File: config.mk
export PLATFORM = sky130hd
export DESIGN_NAME = self_refresh_mgr
export DESIGN_NICKNAME = d
export VERILOG_FILES = /design/src/rtl/self_refresh_mgr.sv
export SDC_FILE = /design/constraint.sdc
export NUM_CORES = 1
export LEC_CHECK = 0
export ABC_AREA = 0
export BUFFER_PORTS_ARGS = -buffer_cell sky130_fd_sc_hd__buf_2
export CAP_MARGIN = 20
export CORE_MARGIN = 2
export CORE_UTILIZATION = 30
export DETAILED_ROUTE_END_ITERATION = 10
export GPL_TIMING_DRIVEN = 0
export HOLD_SLACK_MARGIN = 0.05
export PLACE_DENSITY = 0.5
export REMOVE_ABC_BUFFERS = 1
export SYNTH_ARGS = -nofsm -noshare
export SYNTH_HDL_FRONTEND = slang
export SYNTH_SLANG_ARGS = --single-unit
File: constraint.sdc
create_clock -name clk -period 4.9 [get_ports clk]
set_clock_uncertainty 0.2 [all_clocks]
set_input_delay 0.245 -clock clk [delete_from_list [all_inputs] [get_ports clk]]
set_output_delay 0.245 -clock clk [all_outputs]
set_load 0.02 [all_outputs]
File: src/rtl/self_refresh_mgr.sv
module self_refresh_mgr #(
  parameter int ROWS         = 2048,
  parameter int RASS_CYC     = 20000,
  parameter int RPS_CYC      = 22,
  parameter int CSR_CYC      = 1,
  parameter int CAS_LEAD_CYC = 1
) (
  input  logic clk,
  input  logic rst_n,
  input  logic sleep_req,
  input  logic wake_req,
  input  logic cbr_done,
  output logic cbr_req,
  output logic pins_own,
  output logic ras_n,
  output logic cas_n,
  output logic we_n,
  output logic busy,
  output logic awake,
  output logic rows_ok
);

  localparam int MAXC = (RASS_CYC > RPS_CYC) ? RASS_CYC : RPS_CYC;
  localparam int CW   = $clog2(MAXC + CSR_CYC + CAS_LEAD_CYC + 1);
  localparam int RW   = $clog2(ROWS + 1);

  typedef enum logic [2:0] {
    S_IDLE, S_PRE, S_CSR, S_SELF, S_CHS, S_RPS, S_POST
  } st_t;

  st_t           st;
  logic [CW-1:0] cnt;
  logic [RW-1:0] rows;
  logic          wake_pend;
  logic          floor_hit;
  logic          leave_self;

  assign floor_hit  = (cnt == CW'(RASS_CYC - 1));
  assign leave_self = (st == S_SELF) && floor_hit && (wake_req || wake_pend);

  always_ff @(posedge clk or negedge rst_n) begin
    if (!rst_n) begin
      st        <= S_IDLE;
      cnt       <= '0;
      wake_pend <= 1'b0;
      rows      <= RW'(ROWS);
    end else begin
      case (st)
        S_IDLE: if (sleep_req && rows_ok) st <= S_PRE;
        S_PRE: if (cbr_done) begin
          st  <= S_CSR;
          cnt <= '0;
        end
        S_CSR: if (cnt == CW'(CSR_CYC - 1)) begin
          st  <= S_SELF;
          cnt <= '0;
        end else cnt <= cnt + 1'b1;
        S_SELF: if (leave_self) begin
          st  <= (CAS_LEAD_CYC == 0) ? S_RPS : S_CHS;
          cnt <= '0;
        end else if (!floor_hit) cnt <= cnt + 1'b1;
        S_CHS: if (cnt == CW'(CAS_LEAD_CYC - 1)) begin
          st  <= S_RPS;
          cnt <= '0;
        end else cnt <= cnt + 1'b1;
        S_RPS: if (cnt == CW'(RPS_CYC - 1)) begin
          st  <= S_POST;
          cnt <= '0;
        end else cnt <= cnt + 1'b1;
        S_POST: if (cbr_done) st <= S_IDLE;
        default: st <= S_IDLE;
      endcase

      if (leave_self)
        wake_pend <= 1'b0;
      else if (wake_req && (st == S_PRE || st == S_CSR || st == S_SELF))
        wake_pend <= 1'b1;

      if (st == S_RPS)
        rows <= '0;
      else if (cbr_done && !rows_ok && (st == S_POST || st == S_IDLE))
        rows <= rows + 1'b1;
    end
  end

  assign rows_ok  = (rows == RW'(ROWS));
  assign pins_own = (st == S_CSR) || (st == S_SELF) || (st == S_CHS) || (st == S_RPS);
  assign ras_n    = !((st == S_SELF) || (st == S_CHS));
  assign cas_n    = !((st == S_CSR) || (st == S_SELF));
  assign we_n     = 1'b1;
  assign cbr_req  = (st == S_PRE) || (st == S_POST);
  assign busy     = (st != S_IDLE);
  assign awake    = !pins_own;

endmodule

==> impl_results.md <==
* I/O Buffers at 11
* Yosys reg bits at 31
* Post-Syn Area per Cell at 8.78 um^2
* YS warnings at 0
* Post-route ant nets at 0
* Fin Hold WS at 0.135 ns
* Status: finished clean
* Design area at 2110 um^2
* Compound-Gate Fraction of Synth Area at 13.1%
* Routed wire length per instance at 13.4 um
* Drt total wl at 4.06 mm
* Ports at 13
* Final min period at 2.75 ns
* First-pass GRT wire length at 7.16 mm
* DR pass1 iterations at 4
* Max_cap viols at 0
* Count leader, synth: dfrtp_1
* Iter 0 DRT Violations at 103
* Via density per instance at 4.96
* CP max FO at 7
* Clock network power share at 40.4%
* Power Internal at 481 uW
* Skew-Pair Late Insertion Delay at 0.29 ns
* VDD IR max at 133 uV
* Share of the synthesized area in the top cell type at 39.6%
* Most used cell, CP: nor2_1
* Die Wd at 83.5 um
* Setup Viol. Count Final at 0
* Antenna violations before repair at 0
* Netlist Area Pre-Place at 1900 um^2
* Routability Congestion at 0.732
* Largest family of logic cells by synthesized area: simple AND/OR/NAND/NOR gates
* RSZ-0062 raised after global routing: no
* Synth area leaders: dfrtp_1 40%, nor2_1 5.1%, o21ai_0 4.2%, xnor2_1 4.2%, nand3_1 3.4%
* Postcts setup bufs at 0
* # nets final at 237
* Synth cell types at 47
* Placed Area at 1980 um^2
* WP buf/inv at 1
* Asr flop ratio synth at 100%
* Crit path launch type: flop
* Worst-path clk slew at 0.07 ns
* TritonCTS clock tree: done
* Max Slew Vio Count at 0
* Slew Limit Headroom at 52.1%
* Simple-gate share of the synthesized area at 27.4%
* Setup_tns at 0 ns
* Seq/Total Area, Yosys at 41.0%
* Mux share of post-synthesis cell area at 1.12%
* Worst Hold Class: primary input to flop
* Post-Synth XOR/XNOR Area at 7.39%
* CTS sink cnt at 31
* Psw at 182 uW
* Commonest cells in the netlist: 30 x dfrtp_1, 26 x nor2_1, 16 x o21ai_0, 14 x nand2_1
* DRC errors left at 0
* CP max stage cell: nor3_1
* Longest Clk Path Bufs at 2
* Net switching fraction of the power at 27.5%
* Post-synth EDFFs at 0
* Sequential power share at 47.3%
* Initial core utilization at 31.5%
* Actual slew at the worst max-slew pin at 0.719 ns
* DP HPWL at 2.90 mm
* Area share of fa/ha/maj cells after synthesis at 3.30%
* Combinational share of power at 12.3%
* Fmax at 363 MHz
* H-tree level count at 2
* Kind of critical path: flop to flop
* Synth Flop Type: dfrtp_1
* Diode count at 0
* Number of core rows at 28
* Fin. Hold Viols at 0
* Mapped Cells at 216
* Final Cycle Share at 56.2%
* Peak per-stage delay on the critical path at 0.67 ns
* CTS Buf Count at 5
* CP required at 4.87 ns
* Die Ht at 83.5 um
* Vias in the first global route at 1505
* GRT Total Usage at 12.4%
* Critical Path Sink Type: flop
* Clock root buffer: clkbuf_8
* Area growth from synthesis to layout at 11.1%
* Post-synth top area cell: dfrtp_1
* Die area at 6970 um^2
* Largest net degree at the start of global routing at 32
* Leak pwr at 0.907 nW
* Total grt overflow at 0
* Cell Chain, Critical Path: or4_1 -> nor2_1 -> a41oi_1 -> nor3_1 -> buf_4 -> nor2_1
* Core area at 6030 um^2
* Share of cells above drive strength 1 at 13.2%
* Worst Path Arrival at 2.73 ns
* Top cell family by delay on the critical path: simple AND/OR/NAND/NOR gates
* PwrDens at 315 nW/um^2
* DR vias at 1504
worst reg2reg max path, delay by kind of cell (launching register included):
kind	cells	cell delay, ns
flops	1	0.43
buf+inv	1	0.27
simple gates	4	1.46
compound gates	1	0.29
final timing paths:
path / start / endpoint / slack, ns / depth (start not counted)
min reg2reg: wake_pend$_DFFE_PN0P_ / wake_pend$_DFFE_PN0P_ / 0.30 / 1
max: cnt[5]$_DFFE_PN0P_ / cnt[11]$_DFFE_PN0P_ / 2.15 / 6
min in group asynchronous: rst_n / rows[9]$_DFFE_PN0P_ / 0.34 / 2
max reg2reg: cnt[5]$_DFFE_PN0P_ / cnt[11]$_DFFE_PN0P_ / 2.15 / 6
min: cbr_done / st[2]$_DFFE_PN0P_ / 0.13 / 4
max in group asynchronous: rst_n / cnt[12]$_DFFE_PN0P_ / 3.69 / 2
flip-flops by register name, summed over array words and instances (netlist names):
register and count:
cnt 15, wake_pend 1, st 3, rows 12
area by class of cell:
| class | count | area, um^2 |
|---|---|---|
| Clock inverter | 2 | 35.0 |
| Fill cell | 649 | 3920 |
| Multi-Input combinational cell | 163 | 997 |
| Inverter | 13 | 48.8 |
| Tap cell | 75 | 93.8 |
| Timing Repair Buffer | 13 | 72.6 |
| Clock buffer | 6 | 82.6 |
| Sequential cell | 31 | 777 |
logic make-up (layout without fill, tap and decap cells):
kind of cell / Yosys count / in the layout
fa+ha+maj: 5 / 5
xor+xnor: 16 / 16
buf+inv: 22 / 34
mux: 2 / 2
flops: 31 / 31
compound gates: 39 / 39
other cells: 1 / 1
simple gates: 100 / 100
what timing repair did:
item / in CTS / in global routing
endpoints found under the setup margin: 0 / 0
hold buffers: 1 / 0
endpoints found under the hold margin: 30 / 0
resized for setup: 0 / 0
power by group through the flow:
stage / Combinational, mW / Sequential, mW / Clock [mW]
6_report: 0.0816 / 0.314 / 0.268
5_1_grt: 0.0950 / 0.320 / 0.282
4_1_cts: 0.0831 / 0.314 / 0.274
3_5_place_dp: 0.0819 / 0.319 / 0
3_3_place_gp: 0.0786 / 0.318 / 0
2_1_floorplan: 0.0602 / 0.310 / 0
per-stage QoR:
step	power, mW	cells	worst slack, ns	util (%)
after global placement	0.397	293	1.85	32.7
after CTS	0.671	303	2.13	35.0
after global routing	0.697	303	1.93	35.0
final	0.663	303	2.15	35.0
after detailed placement	0.401	294	2.15	32.8
after floorplan	0.370	207	2.51	-
cell usage in the layout (no fill, tap or decap), types with 9 or more instances in the layout:
| cell type | count |
|---|---|
| xnor2_1 | 9 |
| nor2_1 | 26 |
| dfrtp_1 | 30 |
| a21oi_1 | 10 |
| o21ai_0 | 16 |
| buf_2 | 11 |
| inv_1 | 13 |
| nand3_1 | 13 |
| nand2_1 | 14 |
| nor3_1 | 11 |
routing by layer:
layer	up-vias	routed length (um)	GRT usage (%)
met3	4	122	3.46
met2	15	1860	20.3
li1	779	-	-
met5	-	0	0
met1	706	2030	16.3
met4	0	44	3.08
Power figures use the tool's default switching activity.
